`config.mk`:
```
export PLATFORM = sky130hd
export DESIGN_NAME = thread_prio_ack
export DESIGN_NICKNAME = d
export VERILOG_FILES = /design/src/rtl/thread_prio_ack.sv
export SDC_FILE = /design/constraint.sdc
export NUM_CORES = 1
export LEC_CHECK = 0
export ABC_AREA = 1
export BUFFER_PORTS_ARGS = -buffer_cell sky130_fd_sc_hd__buf_2
export CAP_MARGIN = 20
export CORE_MARGIN = 5
export CORE_UTILIZATION = 31
export DETAILED_ROUTE_END_ITERATION = 7
export REMOVE_ABC_BUFFERS = 1
export SETUP_SLACK_MARGIN = 0.15
export SYNTH_ARGS = -nofsm -noshare
export SYNTH_HDL_FRONTEND = slang
export SYNTH_SLANG_ARGS = --single-unit
```
`constraint.sdc`:
```
create_clock -name clk -period 2.52 [get_ports clk]
set_clock_uncertainty 0.2 [all_clocks]
set_input_delay 0.378 -clock clk [delete_from_list [all_inputs] [get_ports clk]]
set_output_delay 0.378 -clock clk [all_outputs]
set_load 0.005 [all_outputs]
```
`src/rtl/thread_prio_ack.sv`:
```
module thread_prio_ack #(
  parameter int NPRIO = 8,
  parameter int AW = 12,
  parameter int DW = 8,
  parameter logic [AW-1:0] CPPR_ADDR = 12'h031,
  parameter logic [AW-1:0] ACK_ADDR = 12'h830
) (
  input  logic            clk,
  input  logic            rst_n,
  input  logic [NPRIO-1:0] pend_set,
  input  logic            rd_en,
  input  logic            wr_en,
  input  logic [AW-1:0]   addr,
  input  logic [DW-1:0]   wdata,
  output logic [2*DW-1:0] rdata,
  output logic            irq_out
);
  localparam int PW = $clog2(NPRIO);
  localparam logic [1:0] SRC_PHYS = 2'b10;
  localparam logic [DW-1:0] OPEN = {DW{1'b1}};

  logic [DW-1:0]    cppr_q, cppr_d;
  logic [NPRIO-1:0] pend_q, pend_d, clr;
  logic [PW-1:0]    best_idx;
  logic             best_vld;
  logic [DW-1:0]    best_prio;
  logic             eligible, do_rd, ack_hit, take;

  always_comb begin
    best_vld = 1'b0;
    best_idx = '0;
    for (int i = NPRIO - 1; i >= 0; i--) begin
      if (pend_q[i]) begin
        best_vld = 1'b1;
        best_idx = i[PW-1:0];
      end
    end
  end

  assign best_prio = {{(DW-PW){1'b0}}, best_idx};
  assign eligible  = best_vld && (best_prio < cppr_q);
  assign do_rd     = rd_en && !wr_en;
  assign ack_hit   = do_rd && (addr == ACK_ADDR);
  assign take      = ack_hit && eligible;
  assign irq_out   = eligible;

  always_comb begin
    rdata = '0;
    if (do_rd && addr == CPPR_ADDR)
      rdata = {{DW{1'b0}}, cppr_q};
    else if (ack_hit)
      rdata = take ? {SRC_PHYS, {(DW-2){1'b0}}, best_prio} : {{DW{1'b0}}, OPEN};
  end

  assign clr    = take ? (NPRIO'(1) << best_idx) : '0;
  assign pend_d = (pend_q & ~clr) | pend_set;

  always_comb begin
    cppr_d = cppr_q;
    if (wr_en && addr == CPPR_ADDR)
      cppr_d = wdata;
    else if (take)
      cppr_d = best_prio;
  end

  always_ff @(posedge clk) begin
    if (!rst_n) begin
      cppr_q <= OPEN;
      pend_q <= '0;
    end else begin
      cppr_q <= cppr_d;
      pend_q <= pend_d;
    end
  end
endmodule


```
Yosys cells after proc, flatten, opt, wreduce, memory -nomap -nowiden
Index checks and enable logic that the tools add are counted.
W data, S select, Z words.
Storage, ports and cells
  register bits after elaboration: 16
  input bits: 32
  output and inout bits: 17
Cells by class
  equal/unequal tests: 2
  multiplexer cells: 22
  order comparisons: 1
  shift-type cells: 1
  reduce and logical (&&, ||, !) cells: 8
  bitwise operators: 3
Operators by type and width (count)
  $mux W16: 3
  $mux W3: 8
  $mux W8: 3
  $eq A12 B12 Y1 const B: 1
  $eq A12 B6 Y1 const B: 1
  $and A8 B8 Y8: 1
  $lt A3 B8 Y1: 1
  $mux W1: 8
  $not A8 Y8: 1
  $or A8 B8 Y8: 1
  $shl A1 B3 Y8 const A: 1
  $logic_and A1 B1 Y1: 6
  $reduce_bool A2 Y1: 1
  $logic_not A1 Y1: 1

Depth between registers and ports, before layout
  depth in word-level cells: 15
  mapped depth: 19

Worst setup path after synthesis
OpenSTA, ideal clock, no wires.
  path type: register -> output
  from: reg pend_q[7]
  to: out rdata[0]
  path slack: 0.196 ns
  cell stages (with the launch flop): 13
  data arrival time: 1.746 ns
  path through: dfxtp_1 > nor4_1 > nor2_2 > ha_1 > inv_1 > nor2_1 > nand2_1 > nand2_1 > nand2_2 > buf_6 > nand2_4 > nand2_4 > o211ai_1
On the way
  cells in the longest elaborated chain, start to end: 14
RTL lines
  start: declaration: line 23  | logic [NPRIO-1:0] pend_q, pend_d, clr;
  start signal: assignment: line 72  | pend_q <= pend_d;
  $mux W3 (8 in series): line 33  | if (pend_q[i]) begin
  $lt A3 B8 Y1: line 41  | assign eligible = best_vld && (best_prio < cppr_q);
  $logic_and A1 B1 Y1: line 41
  $logic_and A1 B1 Y1: line 44  | assign take = ack_hit && eligible;
  $mux W16 *: line 52  | rdata = take ? {SRC_PHYS, {(DW-2){1'b0}}, best_prio} : {{DW{1'b0}}, OPEN};
  $mux W16 *: line 51  | else if (ack_hit)
  $mux W16 *: line 49  | if (do_rd && addr == CPPR_ADDR)
  end: declaration: line 15  | output logic [2*DW-1:0] rdata,
Every way passes the cells marked *; elsewhere a longest branch is shown, timed or not.

Worst setup path after layout
  from: reg pend_q[1]
  to: out rdata[1]
On the way
  cells in the longest elaborated chain, start to end: 8
RTL lines (line)
  $mux W3 (2 in series): 33
  $lt A3 B8 Y1: 41
  $logic_and A1 B1 Y1: 41
  $logic_and A1 B1 Y1: 44
  $mux W16 *: 52
  $mux W16 *: 51
  $mux W16 *: 49
Marked as above.

==> results list <==
* Count of synthesis-stage warnings from yosys: 0
- Antenna-violating nets left: 0
* Number of buffers added to fix hold violations after cts: 0
- Post-synthesis instance area: 1291 um^2
- The max-slew violation total from the final report was 0.
* Maximum level of the CTS H-tree: 1
- The most used flip-flop cell after synthesis is dfxtp_1.
* Vias in the first global route: 1288
* Placeable core region: about 4000 um^2
- Delay contributed by the slowest stage of the critical path: 0.35 ns
* Worst reg2reg endpoint: cppr_q[5]
* TritonCTS clock tree: yes
- Setup TNS: -0.6973 ns
- The critical path crosses 13 cells after its start point.
* Total detailed-routing wirelength: 3585 um
- Counting instances, the worst hold path has a depth of 3.
- Final global-route overflow total: 0
- The routed layout has 1402 vias.
- Max-cap violations in this run came to 0.
- Number of nets in the final layout: around 290
- Entering global routing, the biggest net connects 12 pins.
* Met3 track utilization from global routing: 0.02297
* Sum of net half-perimeters after detailed placement: 2835 um
- After synthesis the netlist holds a flip-flop and latch count of 16.
- Setup violations remaining at the end of the flow were counted as 10.
- Startpoint of the worst register-to-register path: pend_q[1]
- P_int: 0.4311 mW
- For the finished layout, the period the worst path requires is 2.648 ns.
* Flop-to-flop setup slack: ~0.2 ns
- Dividing the synthesized area by the synthesized cell count gives 6.489 um^2.
* Worst r2r path cells: 16
- Clock Tree Buf Depth: 2
- The clock drives 16 sinks.
- Largest fanout of any net on the critical path: 7
- Data on the critical path arrives at its endpoint at 2.07 ns.
- On the critical path, the stage with the largest delay is an instance of dfxtp_4.
- For this design the static power due to leakage is 0.9703 nW.
- Layout overhead on the synthesized area: 36.72%
* Critical path class: reg -> out
* Net switching share of the total power: 0.2877
* Sequential power share: 0.457
- Critical Path End: rdata[1]
* Met1 capacity usage during global routing: 0.1764
- Type of element launching the critical path: flop
- The worst setup path is captured at an output pin.
* Power share of the combinational group: 0.228
- VDD sags by at most 135.5 uV.
- Gr busiest metal: met2
* Buffering stage count on the worst path with inverters included: 3
* Remaining DRCs: 0
- Count of antenna diodes in the layout: 0
- List of cells traversed by the critical path: nor4_4 > inv_1 > nor2_2 > ha_1 > inv_1 > nor2_1 > nand2_1 > nand2_1 > nand2_2 > nand2_4 > nand2_4 > o221ai_2 > buf_2
- Number of clock buffers inserted by TritonCTS: 3
- Final critical-path share of the clock period: 1.051
- Before CTS, the worst setup slack after placement is 0.06119 ns.
- For this run, the total global-route usage over all layers was measured as 0.1316.
- Unrepaired setup endpoints after global routing: true
* Data required time at the worst endpoint: a little under 2 ns
* Boundary pin count: 49
- Routed len/inst: 11.83 um
* Global-route wire length before repair: around 5800 um
- From left edge to right edge, the die measures 74.54 um.
* Sequential fraction of the synthesis area: 0.2481
- Sw Pwr: ~0.17 mW
* Met2 Use GR: 0.2176
- In the final layout, the share of cells above drive strength 1 is 0.3913.
- The die is between 70 and 80 um tall.
* Class of the tightest hold or removal check: in -> reg
* Number of synthesized flops with an enable pin: 0
- Grouping stages by cell kind, the critical path spends the most delay in simple AND/OR/NAND/NOR gates.
- The checks that failed: negative setup slack.
- DRT Pass-1 Iters: 7
- After clock tree synthesis, the clock-pin slew on the worst setup and hold paths is 0.06 ns.
* Pwr/cell area: ~340 nW/um^2
* Result of the run: finished, violations left
- Count of buffers from port buffering: 41
- After technology mapping, the gate count stands at 199.
* Count of final hold-check violations: 0
- The share of total power dissipated in the clock network is 0.315.
- At the end of the flow the core is filled with cells to 0.4382.
- Critical path startpoint: pend_q[1]
- Iter 0 DRT Violations: 64
- The initial utilization of the core area, before any placement, comes to 0.3205.
* Buffer type at the clock tree root: clkbuf_8
- The congestion estimate from routability-driven global placement came to 0.8540.
- Yosys mapped the design onto 31 distinct sky130hd cell types.
* Worst setup margin: -0.1280 ns
- The die covers approximately 5600 um^2.
- Based on the critical path, the design can be clocked at up to 0.3776 GHz.
- The floorplan has 23 rows.
- Worst-skew pair later-pin latency: around 0.25 ns
* Initial antenna violation count: 0
- Share of flip-flops with an asynchronous set or reset after synthesis: 0
- In the routed layout, each cell is associated on average with a via count of around 4.6.
-- tightest hold or removal path, cell delays in order --
cell,delay [ns]
buf_2,0.10
inv_1,0.04
a21oi_1,0.05
-- cells by family (layout without fill, tap and decap cells) --
family / Yosys count / after routing / share of synthesized area
flops: 16 / 16 / 0.2481
other cells: 1 / 7 / 0.002904
compound gates: 13 / 13 / 0.06202
buf+inv: 51 / 99 / 0.1783
mux: 3 / 3 / 0.02616
simple gates: 113 / 113 / 0.4632
fa+ha+maj: 2 / 2 / 0.01938
-- layout make-up --
type                       instances  area (um^2)
inverter                          40        152.6
timing repair buffer              56        335.3
sequential                        16        335.3
tap                               50        62.56
multi-input combinational        138        838.3
fill                             447         2263
clock buffer                       3        41.29
-- what timing repair did --
action                     CTS  global route
gates resized for setup     14            16
setup endpoints to repair   10            24
pin swaps                    1             6
setup buffers                4             1
-- per-stage QoR --
step                instance area [um^2]  total power [mW]  cells  hold WS [ns]
finish                              1765            0.6052    303        0.1539
global route                        1765            0.6385    303        0.1645
CTS                                 1698            0.6056    302        0.1558
floorplan                           1234            0.3442    194        0.2380
detailed placement                  1577            0.3992    295        0.2597
global placement                    1577            0.3978    295        0.2560
-- cells in the final DEF (no fill, tap or decap), drive strengths merged --
cell type | netlist | layout
a21oi | 8 | 8
buf | 10 | 56
clkbuf | 1 | 3
conb | 1 | 7
dfxtp | 16 | 16
ha | 2 | 2
inv | 40 | 40
mux2 | 3 | 3
nand2 | 52 | 52
nand3 | 21 | 21
nand4 | 9 | 9
nor2 | 16 | 16
nor3 | 7 | 7
nor4 | 7 | 7
o211ai | 1 | 1
o21ai | 2 | 2
o21bai | 1 | 1
o221ai | 1 | 1
or4 | 1 | 1
-- registers in the layout (all words and copies together), names as in the netlist --
signal	flops
cppr_q	8
pend_q	8
-- power by group through the flow --
| stage | clock network (mW) | registers (mW) | logic (mW) |
|---|---|---|---|
| final | 0.191 | 0.276 | 0.138 |
| after CTS | 0.196 | 0.277 | 0.133 |
| after detailed placement | 0 | 0.278 | 0.122 |
| after global placement | 0 | 0.277 | 0.120 |
| after floorplan | 0 | 0.276 | 0.0685 |
| after global routing | 0.206 | 0.277 | 0.155 |
-- cell usage after synthesis, types with 3 or more instances --
master | instances | share of area
nand2_1 | 47 | 0.14
dfxtp_1 | 16 | 0.25
nor3_1 | 5 | 0.019
nand4_1 | 8 | 0.039
nand2_2 | 3 | 0.015
nand3_1 | 19 | 0.074
inv_1 | 38 | 0.11
nor4_2 | 3 | 0.029
buf_4 | 8 | 0.047
a21oi_1 | 8 | 0.031
mux2_2 | 3 | 0.026
nor2_1 | 13 | 0.038
nor4_1 | 4 | 0.019
-- per-layer routing --
metal / wire [um] / share of wire
met1: 1570 / 0.44
met2: 1756 / 0.49
met3: 214 / 0.060
met4: 45 / 0.013
met5: 0 / 0
-- worst min path at each step --
stage	start	to	slack [ns]
5_1_grt	pend_set[2]	pend_q[2]	0.16
6_report	pend_set[4]	pend_q[4]	0.15
3_3_place_gp	cppr_q[5]	cppr_q[5]	0.26
4_1_cts	pend_set[4]	pend_q[4]	0.16
2_1_floorplan	cppr_q[6]	cppr_q[6]	0.24
3_5_place_dp	cppr_q[7]	cppr_q[7]	0.26
Power figures use the tool's default switching activity.
